--- src/rtl/wfi_pkg.sv ---
package wfi_pkg;

  // log2 of the frame length for a select code; code 3 folds onto code 2
  function automatic int unsigned frame_log(input logic [1:0] sel,
                                            input int unsigned base,
                                            input int unsigned step);
    int unsigned k;
    k = (sel == 2'd3) ? 2 : int'(sel);
    return base + step * k;
  endfunction

endpackage

--- src/rtl/wfi_frame_timer.sv ---
module wfi_frame_timer #(
  parameter int unsigned BASE_LOG = 10,
  parameter int unsigned STEP_LOG = 2
) (
  input  logic       clk_slow,
  input  logic       rst_n,
  input  logic [1:0] frame_sel,
  output logic       strobe
);
  import wfi_pkg::*;

  localparam int unsigned CW = BASE_LOG + 2 * STEP_LOG;

  logic [CW-1:0] cnt_q, cnt_d, last;

  always_comb begin
    last   = CW'((64'd1 << frame_log(frame_sel, BASE_LOG, STEP_LOG)) - 64'd1);
    strobe = (cnt_q >= last);
    cnt_d  = strobe ? '0 : cnt_q + CW'(1);
  end

  always_ff @(posedge clk_slow or negedge rst_n) begin
    if (!rst_n) cnt_q <= '0;
    else        cnt_q <= cnt_d;
  end

  AST_STROBE_PULSE: assert property (@(posedge clk_slow) disable iff (!rst_n)
    strobe |=> !strobe);
  AST_FRAME_RESTART: assert property (@(posedge clk_slow) disable iff (!rst_n)
    strobe |=> (cnt_q == '0));

endmodule

--- src/rtl/wfi_edge_sync.sv ---
module wfi_edge_sync #(
  parameter int unsigned W = 9
) (
  input  logic         clk_slow,
  input  logic         rst_n,
  input  logic [W-1:0] din,
  output logic [W-1:0] fall
);
  logic [W-1:0] s1_q, s2_q, pv_q;

  always_ff @(posedge clk_slow or negedge rst_n) begin
    if (!rst_n) begin
      s1_q <= '1;
      s2_q <= '1;
      pv_q <= '1;
    end else begin
      s1_q <= din;
      s2_q <= s1_q;
      pv_q <= s2_q;
    end
  end

  assign fall = pv_q & ~s2_q;

  AST_FALL_ONLY: assert property (@(posedge clk_slow) disable iff (!rst_n)
    (fall == (fall & ~s2_q)));

endmodule

--- src/rtl/wfi_stage.sv ---
module wfi_stage #(
  parameter int unsigned HOPS = 2
) (
  input  logic clk_slow,
  input  logic rst_n,
  input  logic ev,
  input  logic strobe,
  input  logic aligned,
  output logic set
);
  logic [HOPS-1:0] stg_q, stg_d, shifted;

  generate
    if (HOPS == 1) begin : g_one
      assign shifted = ev;
    end else begin : g_many
      assign shifted = {stg_q[HOPS-2:0], ev};
    end
  endgenerate

  always_comb begin
    stg_d = stg_q;
    set   = 1'b0;
    if (!aligned) begin
      set   = ev | (|stg_q);
      stg_d = '0;
    end else if (strobe) begin
      set   = stg_q[HOPS-1];
      stg_d = shifted;
    end else begin
      stg_d[0] = stg_q[0] | ev;
    end
  end

  always_ff @(posedge clk_slow or negedge rst_n) begin
    if (!rst_n) stg_q <= '0;
    else        stg_q <= stg_d;
  end

  AST_STAGE_DRAIN: assert property (@(posedge clk_slow) disable iff (!rst_n)
    !aligned |=> (stg_q == '0));

endmodule

--- src/rtl/wake_frame_irq.sv ---
module wake_frame_irq #(
  parameter int unsigned N_WAKE   = 8,
  parameter int unsigned BASE_LOG = 10,
  parameter int unsigned STEP_LOG = 2
) (
  input  logic              clk_slow,
  input  logic              rst_n,
  input  logic [1:0]        frame_sel,
  input  logic              ext_int_n,
  input  logic [N_WAKE-1:0] wake_n,
  input  logic              tmr_ovf,
  input  logic              lowpwr,
  input  logic              wake_xfer,
  input  logic              clr_we,
  input  logic [N_WAKE+1:0] clr_mask,
  output logic              strobe,
  output logic [N_WAKE+1:0] pend,
  output logic              irq
);
  localparam int unsigned NE = N_WAKE + 1;
  localparam int unsigned NS = N_WAKE + 2;
  localparam int unsigned TB = NS - 1;

  logic          rs1_q, rs2_q, rst_i;
  logic          aligned;
  logic [NE-1:0] fall;
  logic [NS-1:0] set_v, pend_q, pend_d, clr_v;

  always_ff @(posedge clk_slow or negedge rst_n) begin
    if (!rst_n) begin
      rs1_q <= 1'b0;
      rs2_q <= 1'b0;
    end else begin
      rs1_q <= 1'b1;
      rs2_q <= rs1_q;
    end
  end
  assign rst_i   = rs2_q;
  assign aligned = lowpwr & ~wake_xfer;

  wfi_frame_timer #(.BASE_LOG(BASE_LOG), .STEP_LOG(STEP_LOG)) u_timer (
    .clk_slow (clk_slow),
    .rst_n    (rst_i),
    .frame_sel(frame_sel),
    .strobe   (strobe)
  );

  wfi_edge_sync #(.W(NE)) u_sync (
    .clk_slow(clk_slow),
    .rst_n   (rst_i),
    .din     ({wake_n, ext_int_n}),
    .fall    (fall)
  );

  for (genvar i = 0; i < NS; i++) begin : g_src
    if (i == TB) begin : g_tmr
      wfi_stage #(.HOPS(1)) u_stage (
        .clk_slow(clk_slow), .rst_n(rst_i), .ev(tmr_ovf),
        .strobe(strobe), .aligned(aligned), .set(set_v[i])
      );
    end else begin : g_line
      wfi_stage #(.HOPS(2)) u_stage (
        .clk_slow(clk_slow), .rst_n(rst_i), .ev(fall[i]),
        .strobe(strobe), .aligned(aligned), .set(set_v[i])
      );
    end
  end

  always_comb begin
    clr_v  = clr_we ? clr_mask : '0;
    pend_d = (pend_q & ~clr_v) | set_v;
  end

  always_ff @(posedge clk_slow or negedge rst_i) begin
    if (!rst_i) pend_q <= '0;
    else        pend_q <= pend_d;
  end

  assign pend = pend_q;
  assign irq  = |pend_q;

  AST_IRQ_ON_STROBE: assert property (@(posedge clk_slow) disable iff (!rst_i)
    ($rose(irq) && $past(aligned)) |-> $past(strobe));
  AST_PEND_STICKY: assert property (@(posedge clk_slow) disable iff (!rst_i)
    !clr_we |=> ((pend_q & $past(pend_q)) == $past(pend_q)));

endmodule

--- config.mk ---
export PLATFORM = sky130hd
export DESIGN_NAME = wake_frame_irq
export DESIGN_NICKNAME = d
export VERILOG_FILES = /design/src/rtl/wfi_pkg.sv /design/src/rtl/wfi_frame_timer.sv /design/src/rtl/wfi_edge_sync.sv /design/src/rtl/wfi_stage.sv /design/src/rtl/wake_frame_irq.sv
export SDC_FILE = /design/constraint.sdc
export NUM_CORES = 1
export LEC_CHECK = 0
export BUFFER_PORTS_ARGS = -buffer_cell sky130_fd_sc_hd__buf_2
export CORE_MARGIN = 1
export CORE_UTILIZATION = 57
export DETAILED_ROUTE_END_ITERATION = 6
export GPL_TIMING_DRIVEN = 0
export PLACE_DENSITY = 0.79
export SLEW_MARGIN = 20
export SYNTH_ARGS = -nofsm -noshare
export SYNTH_HDL_FRONTEND = slang
export SYNTH_SLANG_ARGS = --single-unit
--- constraint.sdc ---
create_clock -name clk_slow -period 2.6 [get_ports clk_slow]
set_input_delay 0.39 -clock clk_slow [delete_from_list [all_inputs] [get_ports clk_slow]]
set_output_delay 0.39 -clock clk_slow [all_outputs]
set_load 0.01 [all_outputs]
Word level (Yosys, flattened, before mapping)
Index checks and enable logic that the tools add are counted.

Flip-flop bits (word level): 72. Input bits: 27. Output and inout bits: 12. Logic and storage cells: 121.

Add/subtract/negate cells: 3. Order comparisons: 1. Eq/ne operators: 2. Shift-type cells: 1. Muxes and demuxes: 52. Bitwise operators: 26. Reductions and logical operators: 10.

Operators by type and width (number): 1-bit two-way mux (40); 4-bit by 32-bit adder with 32-bit output (first input constant) (1); 1-bit by 32-bit << shifter with 14-bit output (first input constant) (1); 2-bit two-way mux (10); 1-bit bitwise OR (19); 2-bit OR reduction (9); 14-bit by 1-bit adder with 14-bit output (second input constant) (1); 14-bit greater-or-equal comparator (1); 14-bit two-way mux (1); 14-bit by 1-bit subtractor with 14-bit output (second input constant) (1); 10-bit AND (1); 10-bit two-way mux (1); 10-bit inverter (1); 10-bit bitwise OR (1); 10-bit OR reduction (1); 9-bit AND (1); 9-bit inverter (1); 2-bit equality test (second input constant) (1); 2-bit != test (second input constant) (1); 1-bit AND (1); 1-bit inverter (1).

Depth between registers and ports, before layout
Gate-level depths: netlist (run 1).

Depth after elaboration: 9. Depth in mapped cells: 8. Mapped depth without buffers: 7.

By module
A second synthesis (run 1) with hierarchy kept.

Cells, all modules: 247. Area total of the unflattened synthesis: 3050.4 µm².

Modules (own cells, without submodules): wfi_frame_timer (times used 1, cells an instance 85, area an instance 863.3 µm², sequential area each 350.3 µm²); wfi_stage (g_src[0].g_line.u_stage ...) (times used 9, cells an instance 9, area an instance 93.8 µm², sequential area each 50.0 µm²); wfi_edge_sync (times used 1, cells an instance 36, area an instance 833.3 µm², sequential area each 709.4 µm²); wake_frame_irq (times used 1, cells an instance 39, area an instance 451.7 µm², sequential area each 300.3 µm²); wfi_stage (g_src[9].g_tmr.u_stage) (times used 1, cells an instance 6, area an instance 57.6 µm², sequential area each 25.0 µm²).

Worst setup path after synthesis (run 1)
Ideal clock, no wire load.

Path type: input to output. From: in frame_sel[1]. To: out strobe. Arrival time: 1.603 ns. Required time: 2.210 ns. Setup slack: 0.607 ns. Stages on the path: 7. Path buffers: 1. Path through: inv_1 -> ha_1 -> nand4_1 -> nor4b_4 -> nor4_4 -> inv_2 -> buf_4.

Word-level cells in the longest chain between the ends: 6.

RTL lines: from (decl) (line wake_frame_irq.sv:8) `input logic [1:0] frame_sel,`; 2-bit equality test (line wfi_pkg.sv:8) `k = (sel == 2'd3) ? 2 : int'(sel);`; 2-bit two-way mux (*) (line wfi_pkg.sv:8); 4-bit by 32-bit adder with 32-bit output (*) (line wfi_pkg.sv:9) `return base + step * k;`; 1-bit by 32-bit << shifter with 14-bit output (*) (line wfi_frame_timer.sv:17) `last = CW'((64'd1 << frame_log(frame_sel, BASE_LOG, STEP_LOG)) - 64'd1);`; 14-bit by 1-bit subtractor with 14-bit output (*) (line wfi_frame_timer.sv:17); 14-bit greater-or-equal comparator (*) (line wfi_frame_timer.sv:18) `strobe = (cnt_q >= last);`; to (decl) (line wake_frame_irq.sv:16) `output logic strobe,`.

Mark *: on every way between the ends. The rest lies on a longest branch, timed or not.

Worst setup path in the final report (run 1)
From: reg u_timer.cnt_q[13]. To: out strobe.

Word-level cells in the longest chain between the ends: 1.

RTL lines: from (decl) (line wfi_frame_timer.sv:14) `logic [CW-1:0] cnt_q, cnt_d, last;`; from (signal assigned) (line wfi_frame_timer.sv:24) `else cnt_q <= cnt_d;`; 14-bit greater-or-equal comparator (line wfi_frame_timer.sv:18).

No other way between the ends.

==> flow_metrics.py, run 1 <==
metrics = {
    "synth": {
        "synth_top_flop_cell": "dfrtp_1",
        "yosys-top-cells-area": "dfrtp_1 (38%), dfstp_2 (24%), nand2_1 (5.5%), ha_1 (4.2%), nor2_1 (3.5%)",
        "synth_top_area_share": 0.376,
        "ys_seq_area_frac": 0.613,
        "syn_inst": 268,
        "syn_avg_cell_area_um2": 11.2,
        "synth.largest_area_cell": "dfrtp_1",
        "netlist_area_um2": 2990,
        "yosysUniqueCellTypes": 30,
        "synth-edff-count": 0,
        "synth_warnings": 0,
        "ys_ff_latch": 72,
        "synth_async_sr_flop_share": 1.00,
    },
    "min_path": {
        "min_path_type": "primary input to register",
    },
    "finish": {
        "design_area_um2": 3650,
        "area_delta_synth_final_pct": 21.9,
        "final_nets": 369,
        "n_antenna_cell": 0,
        "fin_util": 0.719,
        "layout-drive-gt1-share": 0.303,
        "fin_cells": 407,
    },
    "setup_path": {
        "start_kind": "register",
        "critPathMaxStageDelay_ns": 0.45,
        "worstPathArrival_ns": 2.15,
        "worstPathCellList": "ha_4 > nand4_1 > nor4b_4 > nor4_4 > inv_2 > buf_8 > buf_2",
        "required_ns": 2.21,
        "cp_slowest_cell": "nor4b_4",
        "worstSetupEndpointType": "primary output",
        "crit_family": "simple AND/OR/NAND/NOR gates",
        "crit_type": "register to primary output",
        "cp.buffers_inverters": 3,
        "crit_fanout": 7,
    },
    "pwr": {
        "powerDensity_nw_per_um2": 752,
        "p_leak_nw": 1.74,
        "irDropWorstVdd_mv": 0.454,
    },
    "place": {
        "gp_congestion": 0.833,
        "place_inst": 379,
        "dpl_cell_area_um2": 3310,
        "numPortBuffers": 37,
        "hpwlAfterDp_mm": 3.81,
    },
    "drt": {
        "drtIter0Drc": 205,
        "drc_errors": 0,
        "ant_nets": 0,
        "dr_total_vias": 2090,
        "routed_wl_mm": 5.75,
        "avgRoutedWirePerCell_um": 14.1,
        "dr.pass1.iters": 6,
        "viasPerCell": 5.14,
    },
    "global_route": {
        "grt_max_degree": 61,
        "grt_pass1_wl_mm": 9.05,
        "antenna_found_initial": 0,
        "grt_remaining_overflow": 0,
        "grt_usage": 0.226,
        "grt_pass1_vias": 1951,
    },
    "clock_network": {
        "clock_sinks": 72,
        "cts_root_buf": "clkbuf_8",
        "cts_max_level": 3,
        "clockBufferDepth": 2,
        "cts_tree": "done",
        "clk_latency_ns": 0.33,
        "clk_pin_slew_worst_paths_ns": 0.07,
        "cts_buffers": 9,
    },
    "die": {
        "dieWidth_um": 74.5,
        "die_area_um2": 5550,
        "die_y_um": 74.5,
        "coreArea_um2": 5070,
        "rows": 26,
        "initial_core_util": 0.590,
        "io_pins": 39,
    },
    "sta": {
        "finalCriticalPeriod_ns": 2.54,
        "max_slew.worst_pin.slew_ns": 0.513,
        "slew_headroom": 0.658,
        "fin_skew_ns": 0.00845,
        "setup_violations": 0,
        "worst_hold_slack_ns": 0.145,
        "maxSlewViolCount": 0,
        "finalHoldViolCount": 0,
        "fmax_mhz": 393,
        "period_share": 0.978,
    },
    "outcome": {
        "status": "finished clean",
    },
    "flow_run": {
        "drv_cap": 0,
    },
}
power breakdown:
| part | leakage, nW | switching [mW] | internal (mW) |
|---|---|---|---|
| logic | 0.759 | 0.246 | 0.205 |
| clock network | 0.112 | 0.396 | 0.528 |
| registers | 0.869 | 0.118 | 1.25 |
| total | 1.74 | 0.759 | 1.99 |
cells in the mapped netlist, drive strengths merged (2+ instances only):
library cell and n:
mux2i 9, nor4b 2, dfstp 27, clkbuf 6, o22ai 9, o21ai 11
buf 3, conb 2, dfrtp 45, nand3 5, and4 2, nor2 28
and2 3, a21oi 12, ha 10, nand4 7, nand2b 10, xnor2 3
xor2 9, inv 12, nor4 4, nand2 44
repair_timing:
item / 4_1_cts / 5_1_grt
hold endpoints to repair: 2 / 0
hold buffers: 1 / 0
pin swaps: 2 / 3
setup endpoints to repair: 1 / 1
setup buffers: 2 / 9
resized for setup: 1 / 3
sequential cells by signal, summed over array words and instances, names as in the netlist:
name / count
g_src.g_line.u_stage.stg_q: 18
u_timer.cnt_q: 14
pend: 10
u_sync.pv_q: 9
u_sync.s1_q: 9
u_sync.s2_q: 9
g_src.g_tmr.u_stage.stg_q: 1
rs1_q: 1
rs2_q: 1
cell usage in the layout (no fill, tap or decap), types with 11 or more instances in the layout:
master	n
buf_2	37
o21ai_0	11
nand2_1	44
dfstp_2	27
dfrtp_1	44
nor2_1	28
inv_1	11
buf_4	12
a21oi_1	12
through the flow:
step	setup TNS, ns	total power [mW]	setup slack [ns]
6_report	0	2.75	0.0565
5_1_grt	-0.0232	2.88	-0.0232
4_1_cts	0	2.72	0.0378
3_5_place_dp	0	1.79	0.104
3_3_place_gp	-8.92	1.76	-0.210
2_1_floorplan	0	1.64	0.494
path summary, 6_finish.rpt:
kind,start,endpoint,slack (ns),depth (start not counted)
worst max register to register,u_timer.cnt_q[13],u_timer.cnt_q[1],0.58,7
worst max-delay path,u_timer.cnt_q[13],strobe,0.06,7
worst min register to register,rs2_q,u_timer.cnt_q[5],0.16,0
min in group asynchronous,rs2_q,u_timer.cnt_q[5],0.16,0
max in group asynchronous,rs2_q,u_sync.s1_q[7],1.87,1
worst min-delay path,wake_n[1],u_sync.s1_q[2],0.15,1
kinds of logic (layout without fill, tap and decap cells):
family / after synthesis / in the layout / synth area share
AND/OR/NAND/NOR: 107 / 107 / 0.179
flip-flops: 72 / 72 / 0.613
AO/OA/AOI/OAI: 35 / 35 / 0.0669
buffers and inverters: 21 / 87 / 0.0313
XOR/XNOR: 12 / 12 / 0.0351
adder cells (fa/ha/maj): 10 / 10 / 0.0418
multiplexers: 9 / 9 / 0.0301
other: 2 / 5 / 0.00251
area by class of cell:
type / instances / area [um^2]
plain buffers: 9 / 56.3
clock buffers: 12 / 166
clock inverters: 4 / 48.8
fillers: 383 / 1430
inverters: 12 / 45.0
multi-input cells: 178 / 1100
flip-flops and latches: 72 / 1840
well taps: 70 / 87.6
repair buffers: 50 / 305
routing by layer:
layer,GRT usage,part of all wire,routed length [um]
met3,0.0637,0.043,250
met2,0.338,0.47,2710
met4,0.0713,0.0080,46
met5,0,0,0
met1,0.322,0.48,2740
Note: power is estimated with default switching activity, not from simulation.
==> run 2, diff against run 1 <==
--- a/config.mk
+++ b/config.mk
@@ -8,8 +8,8 @@
 export BUFFER_PORTS_ARGS = -buffer_cell sky130_fd_sc_hd__buf_2
 export CORE_MARGIN = 1
-export CORE_UTILIZATION = 57
+export CORE_UTILIZATION = 51
 export DETAILED_ROUTE_END_ITERATION = 6
 export GPL_TIMING_DRIVEN = 0
-export PLACE_DENSITY = 0.79
+export PLACE_DENSITY = 0.75
 export SLEW_MARGIN = 20
 export SYNTH_ARGS = -nofsm -noshare
==> constraint.sdc (replaced) <==
create_clock -name clk_slow -period 2 [get_ports clk_slow]
set_input_delay 0.2 -clock clk_slow [delete_from_list [all_inputs] [get_ports clk_slow]]
set_output_delay 0.2 -clock clk_slow [all_outputs]
set_load 0.01 [all_outputs]
==> flow_metrics.py, run 2 (synthesized netlist as in run 1, its figures left out) <==
metrics = {
    "outcome": {
        "status": "finished with violations",
        "violations": "setup timing",
    },
    "sta": {
        "fin_ws_ns": -0.124,
        "finalHoldViolCount": 0,
        "fmax_mhz": 471,
        "setup_violations": 1,
        "fin_skew_ns": 0.0139,
        "slew_headroom": 0.661,
        "grt_setup_unrepaired": "true",
        "finalCriticalPeriod_ns": 2.12,
        "max_slew.worst_pin.slew_ns": 0.509,
        "period_share": 1.06,
        "maxSlewViolCount": 0,
    },
    "setup_path": {
        "crit_fanout": 3,
        "start_kind": "register",
        "critPathMaxStageDelay_ns": 0.43,
        "cp_slowest_cell": "dfrtp_1",
        "cp.buffers_inverters": 3,
        "rrSetupSlack_ns": 0.15,
        "required_ns": 1.80,
        "crit_type": "register to primary output",
        "worstSetupEndpointType": "primary output",
        "cpMostUsedCell": "buf_6",
        "rr_endpoint": "u_timer.cnt_q[1]",
        "reg2reg_from": "u_timer.cnt_q[13]",
        "worstPathCellList": "ha_4 > nand4_1 > nor4b_4 > nor4_4 > inv_2 > buf_6 > buf_6",
        "worstPathArrival_ns": 1.92,
        "crit_family": "simple AND/OR/NAND/NOR gates",
        "reg2reg_depth": 7,
    },
    "finish": {
        "layout-drive-gt1-share": 0.294,
        "regMostFlops": "g_src.g_line.u_stage.stg_q",
        "layout_common_cells": "nand2_1 (44), dfrtp_1 (44), buf_2 (36), nor2_1 (27), dfstp_2 (27)",
        "n_antenna_cell": 0,
        "fin_cells": 416,
        "area_delta_synth_final_pct": 25.2,
        "final_nets": 376,
        "design_area_um2": 3750,
        "largest_reg_flops": 18,
    },
    "global_route": {
        "grt_usage": 0.209,
        "antenna_found_initial": 0,
        "met3_usage": 0.0663,
        "use_met1": 0.279,
        "grt_pass1_vias": 2064,
        "grt_busiest_layer": "met2",
        "grt_remaining_overflow": 0,
        "met2_usage": 0.316,
        "grt_pass1_wl_mm": 9.56,
        "grt_max_degree": 61,
    },
    "clock_network": {
        "clk_pin_slew_worst_paths_ns": 0.08,
        "cts_max_level": 3,
        "clk_latency_ns": 0.36,
        "clock_sinks": 72,
        "cts_buffers": 9,
        "cts_tree": "done",
        "cts_root_buf": "clkbuf_8",
        "clockBufferDepth": 2,
    },
    "pwr": {
        "p_leak_nw": 1.77,
        "irDropWorstVdd_mv": 0.610,
        "powerDensity_nw_per_um2": 990,
    },
    "die": {
        "die_y_um": 78.6,
        "coreArea_um2": 5570,
        "io_pins": 39,
        "die_area_um2": 6180,
        "dieWidth_um": 78.6,
        "initial_core_util": 0.537,
        "rows": 27,
    },
    "drt": {
        "ant_nets": 0,
        "drtIter0Drc": 132,
        "avgRoutedWirePerCell_um": 13.4,
        "viasPerCell": 5.00,
        "dr_total_vias": 2082,
        "dr.pass1.iters": 4,
        "drc_errors": 0,
        "routed_wl_mm": 5.56,
    },
    "place": {
        "gp_congestion": 0.764,
        "hpwlAfterDp_mm": 3.49,
        "place_inst": 381,
        "numPortBuffers": 37,
        "dpl_cell_area_um2": 3310,
    },
    "min_path": {
        "min_from": "tmr_ovf",
        "min_path_type": "primary input to register",
        "hold_end": "g_src[9].g_tmr.u_stage.stg_q",
        "min_path_cells": 3,
    },
    "flow_run": {
        "drv_cap": 0,
    },
}
-- run 2: cell type report --
type	count	area [um^2]
multi-input cells	178	1090
repair buffers	58	394
plain buffers	8	45.0
inverters	12	45.0
clock buffers	11	153
flip-flops and latches	72	1840
fillers	420	1830
well taps	72	90.1
clock inverters	5	86.3
-- run 2: tightest hold or removal path, stage by stage --
cell     delay [ns]
buf_2          0.10
nand2_1        0.04
o21ai_0        0.06
-- run 2: worst max path at each step --
| stage | start | end | slack, ns | cells after the start |
|---|---|---|---|---|
| after floorplan | u_timer.cnt_q[11] | strobe | 0.21 | 6 |
| after global placement | u_timer.cnt_q[11] | strobe | -0.10 | 7 |
| after detailed placement | u_timer.cnt_q[11] | strobe | -0.11 | 7 |
| after CTS | u_timer.cnt_q[13] | strobe | -0.12 | 7 |
| after global routing | u_timer.cnt_q[13] | strobe | -0.25 | 7 |
| final | u_timer.cnt_q[13] | strobe | -0.12 | 7 |
-- run 2: timing repair --
action,in CTS,in global routing
resized for setup,5,2
endpoints found under the setup margin,7,21
hold buffers,10,0
pin swaps,4,1
hold endpoints to repair,11,0
buffers inserted,9,2
-- run 2: power by group --
| part | leakage (nW) | internal (mW) | switching, mW |
|---|---|---|---|
| Combinational | 0.786 | 0.270 | 0.309 |
| Sequential | 0.869 | 1.63 | 0.153 |
| Clock | 0.119 | 0.787 | 0.564 |
| Total | 1.77 | 2.69 | 1.03 |
-- run 2: routing by layer --
layer	up-vias	part of all wire
met5	-	0
met4	0	0.018
met3	8	0.048
met2	54	0.44
li1	1031	-
met1	989	0.49
-- run 2: stage by stage --
step	power (mW)	setup WS [ns]	hold slack (ns)	TNS [ns]	utilization
2_1_floorplan	2.13	0.215	-0.0956	0	-
3_3_place_gp	2.29	-0.101	-0.0149	-0.101	0.589
3_5_place_dp	2.32	-0.108	-0.0106	-0.175	0.594
4_1_cts	3.73	-0.119	0.0812	-0.119	0.671
5_1_grt	3.90	-0.246	0.107	-0.246	0.672
6_report	3.71	-0.124	0.0840	-0.124	0.672
==> run 3, diff against run 2 <==
--- a/config.mk
+++ b/config.mk
@@ -7,4 +7,5 @@
 export LEC_CHECK = 0
 export BUFFER_PORTS_ARGS = -buffer_cell sky130_fd_sc_hd__buf_2
+export CAP_MARGIN = 20
 export CORE_MARGIN = 1
 export CORE_UTILIZATION = 51
==> constraint.sdc (replaced) <==
create_clock -name clk_slow -period 2 [get_ports clk_slow]
set_input_delay 0.3 -clock clk_slow [delete_from_list [all_inputs] [get_ports clk_slow]]
set_output_delay 0.3 -clock clk_slow [all_outputs]
set_load 0.01 [all_outputs]
==> flow_metrics.py, run 3 (synthesized netlist as in run 1, its figures left out) <==
metrics = {
    "pwr": {
        "p_leak_nw": 1.74,
        "powerDensity_nw_per_um2": 1010,
        "irDropWorstVdd_mv": 0.604,
    },
    "clock_network": {
        "clock_sinks": 72,
        "clockBufferDepth": 2,
        "cts_max_level": 3,
        "clk_pin_slew_worst_paths_ns": 0.08,
        "cts_root_buf": "clkbuf_8",
        "cts_buffers": 9,
        "cts_tree": "done",
        "clk_latency_ns": 0.36,
    },
    "place": {
        "dp_slack_ns": -0.249,
        "hpwlAfterDp_mm": 3.49,
        "gp_congestion": 0.764,
        "dpl_cell_area_um2": 3310,
        "numPortBuffers": 37,
        "place_inst": 381,
    },
    "die": {
        "rows": 27,
        "initial_core_util": 0.537,
        "die_y_um": 78.6,
        "die_area_um2": 6180,
        "dieWidth_um": 78.6,
        "coreArea_um2": 5570,
        "io_pins": 39,
    },
    "setup_path": {
        "rr_endpoint": "u_timer.cnt_q[1]",
        "cp-endpoint": "strobe",
        "rrSetupSlack_ns": 0.15,
        "crit_fanout": 3,
        "crit_type": "register to primary output",
        "worstPathArrival_ns": 1.92,
        "start_kind": "register",
        "reg2reg_depth": 7,
        "reg2reg_from": "u_timer.cnt_q[13]",
        "required_ns": 1.70,
        "crit_start": "u_timer.cnt_q[13]",
        "worstSetupEndpointType": "primary output",
    },
    "global_route": {
        "grt_max_degree": 61,
        "grt_pass1_vias": 2027,
        "antenna_found_initial": 0,
        "grt_usage": 0.207,
        "grt_pass1_wl_mm": 9.47,
        "grt_remaining_overflow": 0,
    },
    "sta": {
        "fmax_mhz": 450,
        "fin_ws_ns": -0.223,
        "finalCriticalPeriod_ns": 2.22,
        "fin_skew_ns": 0.0144,
        "maxSlewViolCount": 0,
        "setup_violations": 1,
        "setup-tns-final_ns": -0.223,
        "slew_headroom": 0.661,
        "grt_setup_unrepaired": "true",
        "finalHoldViolCount": 0,
        "max_slew.worst_pin.slew_ns": 0.509,
        "period_share": 1.11,
    },
    "finish": {
        "layout-drive-gt1-share": 0.301,
        "final_nets": 367,
        "fillers": 429,
        "fin_cells": 407,
        "largest_reg_flops": 18,
        "layout_common_cells": "nand2_1 (44), dfrtp_1 (44), buf_2 (36), nor2_1 (27), dfstp_2 (27)",
        "area_delta_synth_final_pct": 22.1,
        "fin_util": 0.656,
        "regMostFlops": "g_src.g_line.u_stage.stg_q",
        "design_area_um2": 3660,
        "n_antenna_cell": 0,
    },
    "min_path": {
        "min_path_cells": 1,
        "min_path_type": "primary input to register",
    },
    "drt": {
        "routed_wl_mm": 5.48,
        "ant_nets": 0,
        "dr.pass1.iters": 6,
        "avgRoutedWirePerCell_um": 13.5,
        "dr_total_vias": 2052,
        "drtIter0Drc": 160,
        "viasPerCell": 5.04,
        "drc_errors": 0,
    },
    "flow_run": {
        "drv_cap": 0,
    },
    "outcome": {
        "status": "finished with violations",
        "violations": "setup timing",
    },
}
-- run 3: timing repair --
action | CTS | global route
hold buffers | 1 | 0
resized for setup | 5 | 2
pin swaps | 4 | 1
endpoints found under the hold margin | 2 | 0
setup buffers | 9 | 2
setup endpoints to repair | 7 | 21
cloned | 0 | 0
-- run 3: worst min-delay path by stage --
stage,end,from
CTS,u_sync.s1_q[7],wake_n[6]
global placement,rs1_q,rst_n
global route,u_sync.s1_q[7],wake_n[6]
finish,u_sync.s1_q[2],wake_n[1]
detailed placement,rs1_q,rst_n
floorplan,rs1_q,rst_n
-- run 3: critical path: stages (launching register included) --
cell and delay (ns):
dfrtp_1 0.43, ha_4 0.29, nand4_1 0.17, nor4b_4 0.34, nor4_4 0.07, inv_2 0.09
buf_6 0.10, buf_6 0.09
-- run 3: report_power, final --
| part | switching [mW] | internal [mW] |
|---|---|---|
| combinational | 0.306 | 0.258 |
| clock | 0.561 | 0.787 |
| sequential | 0.153 | 1.63 |
-- run 3: through the flow --
step	hold WS (ns)	total power, mW
2_1_floorplan	0.00441	2.13
3_3_place_gp	0.0851	2.29
3_5_place_dp	0.0894	2.32
4_1_cts	0.0290	3.71
5_1_grt	0.0168	3.88
6_report	0.0409	3.69
-- run 3: final cells by class --
| class | instances | area, um^2 | share of cell area |
|---|---|---|---|
| plain buffers | 8 | 45.0 | 0.0123 |
| well taps | 72 | 90.1 | 0.0246 |
| repair buffers | 49 | 304 | 0.0831 |
| clock inverters | 5 | 86.3 | 0.0236 |
| inverters | 12 | 45.0 | 0.0123 |
| multi-input cells | 178 | 1090 | 0.299 |
| flip-flops and latches | 72 | 1840 | 0.503 |
| clock buffers | 11 | 153 | 0.0417 |
-- run 3: layer usage --
layer	vias to the layer above	global-route usage	wire, um
met5	-	0	0
met4	0	0.0833	102
met3	9	0.0663	250
met2	47	0.310	2460
met1	981	0.279	2670
li1	1015	-	-
